### src/rtl/dsfma_pkg.sv
package dsfma_pkg;
  localparam int DEF_DATA_W    = 16;
  localparam int DEF_COEF_W    = 18;
  localparam int DEF_COEF_FRAC = 16;
  localparam int DEF_IDX_W     = 5;

  typedef enum logic {
    MODE_SIN = 1'b0,
    MODE_COS = 1'b1
  } mode_e;
endpackage

### src/rtl/dsfma_fma.sv
// res = sat(round_half_up((add << FRAC) +/- coef*mul) >> FRAC)
module dsfma_fma #(
  parameter int COEF_W = 18,
  parameter int MUL_W  = 17,
  parameter int ADD_W  = 17,
  parameter int FRAC   = 16,
  parameter int OUT_W  = 18
) (
  input  logic signed [COEF_W-1:0] coef_i,
  input  logic signed [MUL_W-1:0]  mul_i,
  input  logic signed [ADD_W-1:0]  add_i,
  input  logic                     neg_i,
  output logic signed [OUT_W-1:0]  res_o
);
  localparam int PW    = COEF_W + MUL_W;
  localparam int SW    = ADD_W + FRAC;
  localparam int ACC_W = ((PW > SW) ? PW : SW) + 2;
  localparam logic signed [ACC_W-1:0] HALF = ACC_W'(1) << (FRAC - 1);
  localparam logic signed [ACC_W-1:0] MAXV = ACC_W'((64'sd1 <<< (OUT_W - 1)) - 1);
  localparam logic signed [ACC_W-1:0] MINV = -MAXV - ACC_W'(1);

  logic signed [PW-1:0]    prod;
  logic signed [ACC_W-1:0] prod_x, add_x, acc, rnd_q;

  always_comb begin
    prod   = coef_i * mul_i;
    prod_x = ACC_W'(prod);
    add_x  = ACC_W'(add_i) <<< FRAC;
    acc    = add_x + (neg_i ? -prod_x : prod_x) + HALF;
    rnd_q  = acc >>> FRAC;
    if (rnd_q > MAXV)      res_o = MAXV[OUT_W-1:0];
    else if (rnd_q < MINV) res_o = MINV[OUT_W-1:0];
    else                   res_o = rnd_q[OUT_W-1:0];
  end
endmodule

### src/rtl/dsfma_twiddle_rom.sv
// Per index: form selector, scale, ratio (|ratio| <= 1). Built at elaboration.
module dsfma_twiddle_rom import dsfma_pkg::*; #(
  parameter int IDX_W     = DEF_IDX_W,
  parameter int COEF_W    = DEF_COEF_W,
  parameter int COEF_FRAC = DEF_COEF_FRAC
) (
  input  logic [IDX_W-1:0]         idx_i,
  output mode_e                    mode_o,
  output logic signed [COEF_W-1:0] scale_o,
  output logic signed [COEF_W-1:0] ratio_o
);
  localparam int  N   = 1 << IDX_W;
  localparam real PI  = 3.14159265358979323846;
  localparam real ONE = 2.0 ** COEF_FRAC;

  function automatic int quant(input real x);
    real y;
    y = x * ONE;
    return (y >= 0.0) ? $rtoi(y + 0.5) : -$rtoi(0.5 - y);
  endfunction

  logic [N-1:0]             mode_tab;
  logic signed [COEF_W-1:0] scale_tab [N];
  logic signed [COEF_W-1:0] ratio_tab [N];

  for (genvar k = 0; k < N; k++) begin : g_ent
    localparam real TH      = PI * real'(k) / real'(N);
    localparam real CV      = $cos(TH);
    localparam real SV      = $sin(TH);
    localparam real CA      = (CV < 0.0) ? -CV : CV;
    localparam bit  USE_COS = CA > SV;
    localparam real SC      = USE_COS ? CV : SV;
    localparam real RT      = USE_COS ? SV / ((CV == 0.0) ? 1.0 : CV)
                                      : CV / ((SV == 0.0) ? 1.0 : SV);
    assign mode_tab[k]  = USE_COS;
    assign scale_tab[k] = COEF_W'(quant(SC));
    assign ratio_tab[k] = COEF_W'(quant(RT));
  end

  assign mode_o  = mode_e'(mode_tab[idx_i]);
  assign scale_o = scale_tab[idx_i];
  assign ratio_o = ratio_tab[idx_i];
endmodule

### src/rtl/dsfma_ratio_stage.sv
// Stage 1: sine form u = t*br + bi, v = t*bi - br; cosine form u = br + t*bi, v = bi - t*br
module dsfma_ratio_stage import dsfma_pkg::*; #(
  parameter int DATA_W    = DEF_DATA_W,
  parameter int COEF_W    = DEF_COEF_W,
  parameter int COEF_FRAC = DEF_COEF_FRAC,
  localparam int OP_W     = DATA_W + 1,
  localparam int UV_W     = DATA_W + 2
) (
  input  logic                     clk_i,
  input  logic                     rst_ni,
  input  logic                     valid_i,
  input  mode_e                    mode_i,
  input  logic signed [COEF_W-1:0] scale_i,
  input  logic signed [COEF_W-1:0] ratio_i,
  input  logic signed [DATA_W-1:0] ar_i,
  input  logic signed [DATA_W-1:0] ai_i,
  input  logic signed [DATA_W-1:0] br_i,
  input  logic signed [DATA_W-1:0] bi_i,
  output logic                     valid_o,
  output logic signed [COEF_W-1:0] scale_o,
  output logic signed [DATA_W-1:0] ar_o,
  output logic signed [DATA_W-1:0] ai_o,
  output logic signed [UV_W-1:0]   u_o,
  output logic signed [UV_W-1:0]   v_o
);
  logic signed [OP_W-1:0] br_x, bi_x, xu, yu, xv, yv;
  logic signed [UV_W-1:0] u_d, v_d;

  always_comb begin
    br_x = OP_W'(br_i);
    bi_x = OP_W'(bi_i);
    if (mode_i == MODE_SIN) begin
      xu = br_x;  yu = bi_x;
      xv = bi_x;  yv = -br_x;
    end else begin
      xu = bi_x;  yu = br_x;
      xv = -br_x; yv = bi_x;
    end
  end

  dsfma_fma #(
    .COEF_W(COEF_W), .MUL_W(OP_W), .ADD_W(OP_W), .FRAC(COEF_FRAC), .OUT_W(UV_W)
  ) i_fma_u (
    .coef_i(ratio_i), .mul_i(xu), .add_i(yu), .neg_i(1'b0), .res_o(u_d)
  );

  dsfma_fma #(
    .COEF_W(COEF_W), .MUL_W(OP_W), .ADD_W(OP_W), .FRAC(COEF_FRAC), .OUT_W(UV_W)
  ) i_fma_v (
    .coef_i(ratio_i), .mul_i(xv), .add_i(yv), .neg_i(1'b0), .res_o(v_d)
  );

  always_ff @(posedge clk_i or negedge rst_ni) begin
    if (!rst_ni) valid_o <= 1'b0;
    else         valid_o <= valid_i;
  end

  always_ff @(posedge clk_i or negedge rst_ni) begin
    if (!rst_ni) begin
      scale_o <= '0;
      ar_o    <= '0;
      ai_o    <= '0;
      u_o     <= '0;
      v_o     <= '0;
    end else if (valid_i) begin
      scale_o <= scale_i;
      ar_o    <= ar_i;
      ai_o    <= ai_i;
      u_o     <= u_d;
      v_o     <= v_d;
    end
  end
endmodule

### src/rtl/dsfma_scale_stage.sv
// Stage 2: lane 0 ar+s*u, lane 1 ai+s*v, lane 2 ar-s*u, lane 3 ai-s*v
module dsfma_scale_stage import dsfma_pkg::*; #(
  parameter int DATA_W    = DEF_DATA_W,
  parameter int COEF_W    = DEF_COEF_W,
  parameter int COEF_FRAC = DEF_COEF_FRAC,
  localparam int UV_W     = DATA_W + 2,
  localparam int LANES    = 4
) (
  input  logic                     clk_i,
  input  logic                     rst_ni,
  input  logic                     valid_i,
  input  logic signed [COEF_W-1:0] scale_i,
  input  logic signed [DATA_W-1:0] ar_i,
  input  logic signed [DATA_W-1:0] ai_i,
  input  logic signed [UV_W-1:0]   u_i,
  input  logic signed [UV_W-1:0]   v_i,
  output logic                     valid_o,
  output logic signed [DATA_W-1:0] x0_re_o,
  output logic signed [DATA_W-1:0] x0_im_o,
  output logic signed [DATA_W-1:0] x1_re_o,
  output logic signed [DATA_W-1:0] x1_im_o
);
  logic signed [DATA_W-1:0] res_d [LANES];
  logic signed [DATA_W-1:0] res_q [LANES];

  for (genvar i = 0; i < LANES; i++) begin : g_lane
    localparam bit IS_IM  = (i % 2) == 1;
    localparam bit IS_NEG = (i / 2) == 1;
    logic signed [UV_W-1:0]   mul;
    logic signed [DATA_W-1:0] add;
    assign mul = IS_IM ? v_i : u_i;
    assign add = IS_IM ? ai_i : ar_i;

    dsfma_fma #(
      .COEF_W(COEF_W), .MUL_W(UV_W), .ADD_W(DATA_W), .FRAC(COEF_FRAC), .OUT_W(DATA_W)
    ) i_fma (
      .coef_i(scale_i), .mul_i(mul), .add_i(add), .neg_i(IS_NEG), .res_o(res_d[i])
    );

    always_ff @(posedge clk_i or negedge rst_ni) begin
      if (!rst_ni)      res_q[i] <= '0;
      else if (valid_i) res_q[i] <= res_d[i];
    end
  end

  always_ff @(posedge clk_i or negedge rst_ni) begin
    if (!rst_ni) valid_o <= 1'b0;
    else         valid_o <= valid_i;
  end

  assign x0_re_o = res_q[0];
  assign x0_im_o = res_q[1];
  assign x1_re_o = res_q[2];
  assign x1_im_o = res_q[3];
endmodule

### src/rtl/dsfma_butterfly.sv
module dsfma_butterfly import dsfma_pkg::*; #(
  parameter int DATA_W    = DEF_DATA_W,
  parameter int COEF_W    = DEF_COEF_W,
  parameter int COEF_FRAC = DEF_COEF_FRAC,
  parameter int IDX_W     = DEF_IDX_W,
  localparam int UV_W     = DATA_W + 2
) (
  input  logic                     clk_i,
  input  logic                     rst_ni,
  input  logic                     valid_i,
  input  logic [IDX_W-1:0]         idx_i,
  input  logic signed [DATA_W-1:0] a_re_i,
  input  logic signed [DATA_W-1:0] a_im_i,
  input  logic signed [DATA_W-1:0] b_re_i,
  input  logic signed [DATA_W-1:0] b_im_i,
  output logic                     valid_o,
  output logic signed [DATA_W-1:0] x0_re_o,
  output logic signed [DATA_W-1:0] x0_im_o,
  output logic signed [DATA_W-1:0] x1_re_o,
  output logic signed [DATA_W-1:0] x1_im_o
);
  mode_e                    rom_mode;
  logic signed [COEF_W-1:0] rom_scale, rom_ratio;
  logic                     mid_valid;
  logic signed [COEF_W-1:0] mid_scale;
  logic signed [DATA_W-1:0] mid_ar, mid_ai;
  logic signed [UV_W-1:0]   mid_u, mid_v;

  dsfma_twiddle_rom #(
    .IDX_W(IDX_W), .COEF_W(COEF_W), .COEF_FRAC(COEF_FRAC)
  ) i_rom (
    .idx_i  (idx_i),
    .mode_o (rom_mode),
    .scale_o(rom_scale),
    .ratio_o(rom_ratio)
  );

  dsfma_ratio_stage #(
    .DATA_W(DATA_W), .COEF_W(COEF_W), .COEF_FRAC(COEF_FRAC)
  ) i_ratio (
    .clk_i  (clk_i),
    .rst_ni (rst_ni),
    .valid_i(valid_i),
    .mode_i (rom_mode),
    .scale_i(rom_scale),
    .ratio_i(rom_ratio),
    .ar_i   (a_re_i),
    .ai_i   (a_im_i),
    .br_i   (b_re_i),
    .bi_i   (b_im_i),
    .valid_o(mid_valid),
    .scale_o(mid_scale),
    .ar_o   (mid_ar),
    .ai_o   (mid_ai),
    .u_o    (mid_u),
    .v_o    (mid_v)
  );

  dsfma_scale_stage #(
    .DATA_W(DATA_W), .COEF_W(COEF_W), .COEF_FRAC(COEF_FRAC)
  ) i_scale (
    .clk_i  (clk_i),
    .rst_ni (rst_ni),
    .valid_i(mid_valid),
    .scale_i(mid_scale),
    .ar_i   (mid_ar),
    .ai_i   (mid_ai),
    .u_i    (mid_u),
    .v_i    (mid_v),
    .valid_o(valid_o),
    .x0_re_o(x0_re_o),
    .x0_im_o(x0_im_o),
    .x1_re_o(x1_re_o),
    .x1_im_o(x1_im_o)
  );
endmodule

### config.mk
export PLATFORM = sky130hd
export DESIGN_NAME = dsfma_butterfly
export DESIGN_NICKNAME = d
export VERILOG_FILES = /design/src/rtl/dsfma_pkg.sv /design/src/rtl/dsfma_fma.sv /design/src/rtl/dsfma_twiddle_rom.sv /design/src/rtl/dsfma_ratio_stage.sv /design/src/rtl/dsfma_scale_stage.sv /design/src/rtl/dsfma_butterfly.sv
export SDC_FILE = /design/constraint.sdc
export NUM_CORES = 2
export LEC_CHECK = 0
export BUFFER_PORTS_ARGS = -buffer_cell sky130_fd_sc_hd__buf_2
export CAP_MARGIN = 20
export CORE_MARGIN = 2
export CORE_UTILIZATION = 59
export CTS_BUF_LIST = sky130_fd_sc_hd__clkbuf_4
export CTS_CLUSTER_DIAMETER = 120
export DETAILED_ROUTE_END_ITERATION = 16
export GPL_ROUTABILITY_DRIVEN = 1
export PLACE_DENSITY_LB_ADDON = 0.1
export SYNTH_ARGS = -nofsm -noshare
export SYNTH_HDL_FRONTEND = slang
export SYNTH_HIERARCHICAL = 1
export SYNTH_SLANG_ARGS = --single-unit
### constraint.sdc
create_clock -name clk_i -period 27 [get_ports clk_i]
set_input_delay 1.35 -clock clk_i [delete_from_list [all_inputs] [get_ports clk_i]]
set_output_delay 1.35 -clock clk_i [all_outputs]
set_load 0.03 [all_outputs]
==> results list <==
- The run finished with clean final reports.
- Number of primary I/O pins: 137
- From synthesis to final layout, the design area changed by 3.06%.
- Per-cell routed wire length: 20.1 microns
- The synthesized design contains 0 enable-type register cells.
* Fraction of met3 tracks used by global routing: 0.0443
- Global routing finished with a remaining overflow of 0.
- Count of H-tree levels built during CTS: 4
* Clock latency at the later pin of the worst-skew pair: 890 ps
- RSZ-0062 raised after global routing: false
* Yosys cell types: 158
* Die ar.: 161000 sq um
- Post-CTS Repair Setup Buffers: 0
- Achievable clock frequency: 77.0 MHz
- Synthesis inferred 152 register bits.
- Worst slew margin relative to its limit: 0.274
- STA classifies the critical path endpoint as a register.
* Root buf cell: sky130_fd_sc_hd__clkbuf_4
- Final antenna-violating net count: 0
* Inserted Clock Buffers: 17
- After clock tree synthesis, the clock-pin slew on the worst setup and hold paths is 200 ps.
* Post-detail-place hpwl: 199 mm
* Minimum clock period: 12980 ps
* Startpoint types: primary input
- For this run, global-route usage on met2 was measured as 0.545.
* Final Net Count: 13020
- Number of optimization iterations in the first detailed-route pass: 6
- Cell with the most instances on the worst path: sky130_fd_sc_hd__fa_1
- Buffer levels on the longest clock path: 2
- Cell at the slowest stage of the critical path: sky130_fd_sc_hd__o21ai_2
* Overall global routing resource usage: 0.319
- Area of the core: 157000 sq um
* Port-buffer cells: 136
* Fraction of final layout cells sized beyond drive strength 1: 0.0663
* Last weighted congestion value of the routability-driven placer: 0.926
* Clock tree from TritonCTS: done
* Highest fanout seen on the critical path: 50
* Hold-fix buffer count after cts: 0
- DRC marker count from the first detailed-route iteration: 4836
* Layer carrying the most global-route usage: met2
* Cell Area, Synth: 93300 sq um
- The worst hold path belongs to the class primary input to async pin.
- Starting density of the core: 0.595
- Arrival time at the worst endpoint: 13780 ps
- Slew at the pin closest to its max-slew limit: 1090 ps
- Dividing the synthesized area by the synthesized cell count gives 8.95 sq um.
* Largest net degree at the start of global routing: 73
- Pins Over Slew Limit: 0
* Ratio of final minimum period to clock period: 0.481
* Clock tree skew after final layout: 55.2 ps
- Final setup vio count: 0
- Clock tree synthesis found a total of 152 sinks.
- Remaining DRCs: 0
- In this run the core area contains 145 standard-cell rows.
- Pre-CTS WS: 13340 ps
- Primary FF master, synth: sky130_fd_sc_hd__dfrtp_1
- Count of endpoints failing hold in the final timing report: 0
- Max-cap violations in this run came to 0.
- The first global-routing pass estimated 412 mm of wire.
- Min setup slack post-route: 14020 ps
* Worst setup path category: primary input to register
- Synthesis produced 10430 cells.
- The via count of the first global-routing pass came to 76956.
* Number of synthesis warnings: 6
- Post-CTS repair changed the size of 0 cells.
* Crit-path max cell delay: 900 ps
- In the synthesized netlist the async set-or-reset flop fraction comes to 1.00.
* Vias per cell: 5.77
* Final wirelength: 249 mm
- The die is 402 microns wide.
* GR Util met1: 0.426
- The routed layout has 71508 vias.
- Number of antenna violations at the first check in global routing: 10
- Share of the yosys chip area belonging to registers: 0.0407
* Floorplan die height: 402 microns
* Post-route setup TNS: 0 ps
- Worst EP required: 27800 ps
* Total of fill cells in the finished design: 13754
registers in the layout, summed over array words and instances (netlist names):
signal and count:
i_ratio/scale_o 18, i_ratio/u_o 18, i_ratio/v_o 18, i_ratio/ai_o 16, i_ratio/ar_o 16, i_scale/x0_im_o 16, i_scale/x0_re_o 16, i_scale/x1_im_o 16
i_scale/x1_re_o 16, i_ratio/valid_o 1, i_scale/valid_o 1
layout make-up:
| cell class | instances | area, sq um | area share |
|---|---|---|---|
| clock inverter | 15 | 183 | 0.00190 |
| antenna | 10 | 25.0 | 0.000260 |
| multi-input combinational | 7780 | 80000 | 0.831 |
| clock buffer | 17 | 128 | 0.00133 |
| inverter | 2114 | 7940 | 0.0825 |
| sequential | 152 | 3840 | 0.0399 |
| tap | 2058 | 2570 | 0.0268 |
| timing repair buffer | 251 | 1550 | 0.0161 |
stage by stage:
step                      area, sq um  std cells  hold slack (ps)   util
after detailed placement        95900      12355              488  0.612
final                           96200      12397              424  0.614
after CTS                       96200      12387              375  0.614
after floorplan                 93400      10444              374      -
after global routing            96200      12396              407  0.614
after global placement          95900      12355              487  0.612
critical path: cells and delay by family:
kind / cells / cell delay (ps)
xor+xnor: 3 / 560
fa+ha+maj: 9 / 4090
buf+inv: 8 / 1620
simple gates: 8 / 1410
mux: 1 / 140
compound gates: 12 / 4500
synthesized netlist by cell type, types with 36 or more instances:
cell | count | area share
sky130_fd_sc_hd__ha_1 | 688 | 0.092
sky130_fd_sc_hd__nor2b_1 | 43 | 0.0029
sky130_fd_sc_hd__o21a_1 | 58 | 0.0047
sky130_fd_sc_hd__and3_1 | 42 | 0.0028
sky130_fd_sc_hd__nand3_1 | 89 | 0.0048
sky130_fd_sc_hd__o21ai_0 | 280 | 0.015
sky130_fd_sc_hd__inv_1 | 2108 | 0.085
sky130_fd_sc_hd__a21o_1 | 167 | 0.013
sky130_fd_sc_hd__nand2b_1 | 103 | 0.0069
sky130_fd_sc_hd__nor3_1 | 95 | 0.0051
sky130_fd_sc_hd__xor2_1 | 112 | 0.011
sky130_fd_sc_hd__fa_1 | 1944 | 0.42
sky130_fd_sc_hd__nand4_1 | 48 | 0.0032
sky130_fd_sc_hd__a21oi_1 | 299 | 0.016
sky130_fd_sc_hd__a31oi_1 | 39 | 0.0026
sky130_fd_sc_hd__clkbuf_1 | 320 | 0.013
sky130_fd_sc_hd__mux2i_1 | 36 | 0.0039
sky130_fd_sc_hd__o211ai_1 | 59 | 0.0047
sky130_fd_sc_hd__mux2_4 | 62 | 0.010
sky130_fd_sc_hd__and2_1 | 1017 | 0.068
sky130_fd_sc_hd__nor2_1 | 300 | 0.012
sky130_fd_sc_hd__dfrtp_1 | 152 | 0.041
sky130_fd_sc_hd__mux2_2 | 104 | 0.013
sky130_fd_sc_hd__a211oi_1 | 38 | 0.0031
sky130_fd_sc_hd__xnor2_1 | 295 | 0.028
sky130_fd_sc_hd__nand2_1 | 1136 | 0.046
layer usage:
| metal | vias up | share of wire |
|---|---|---|
| met5 | - | 0.000044 |
| met4 | 2 | 0.030 |
| li1 | 32381 | - |
| met2 | 2247 | 0.49 |
| met3 | 402 | 0.058 |
| met1 | 36476 | 0.43 |
logic make-up (layout without fill, tap and decap cells):
kind of cell	after synthesis	in the layout	share of synthesized area
simple gates	3128	3128	0.175
other cells	3	27	0.000121
xor+xnor	410	410	0.0389
compound gates	1389	1389	0.105
mux	204	204	0.0269
flops	152	152	0.0407
buf+inv	2512	2397	0.104
fa+ha+maj	2632	2632	0.509
placed cells by master, fill, tap and decap left out, types with 104 or more instances in the layout:
cell                      netlist  layout
sky130_fd_sc_hd__xnor2_1      295     294
sky130_fd_sc_hd__mux2_2       104     104
sky130_fd_sc_hd__fa_1        1944    1944
sky130_fd_sc_hd__a21o_1       167     167
sky130_fd_sc_hd__buf_4         10     116
sky130_fd_sc_hd__a21oi_1      299     295
sky130_fd_sc_hd__xor2_1       112     112
sky130_fd_sc_hd__dfrtp_1      152     126
sky130_fd_sc_hd__buf_2         22     134
sky130_fd_sc_hd__nor2_1       300     299
sky130_fd_sc_hd__and2_1      1017    1017
sky130_fd_sc_hd__nand2_1     1136    1136
sky130_fd_sc_hd__inv_1       2108    2108
sky130_fd_sc_hd__ha_1         688     688
sky130_fd_sc_hd__o21ai_0      280     258
final timing paths:
check                               startpoint             endpoint  slack, ps  cells after the start
max                                   idx_i[0]       i_ratio/v_o[0]      14020                     41
min                                     rst_ni   i_scale/x1_im_o[4]        420                      1
max reg2reg                 i_ratio/scale_o[1]   i_scale/x0_re_o[2]      14890                     34
min reg2reg                i_scale/x0_im_o[14]  i_scale/x0_im_o[14]        520                      1
max in group asynchronous               rst_ni      i_ratio/valid_o      25230                      2
min in group clk_i         i_scale/x0_im_o[14]  i_scale/x0_im_o[14]        520                      1
Power is left out: the tool's default activity adds up to more than one toggle a clock period on the data nets, which glitch-free logic cannot reach.
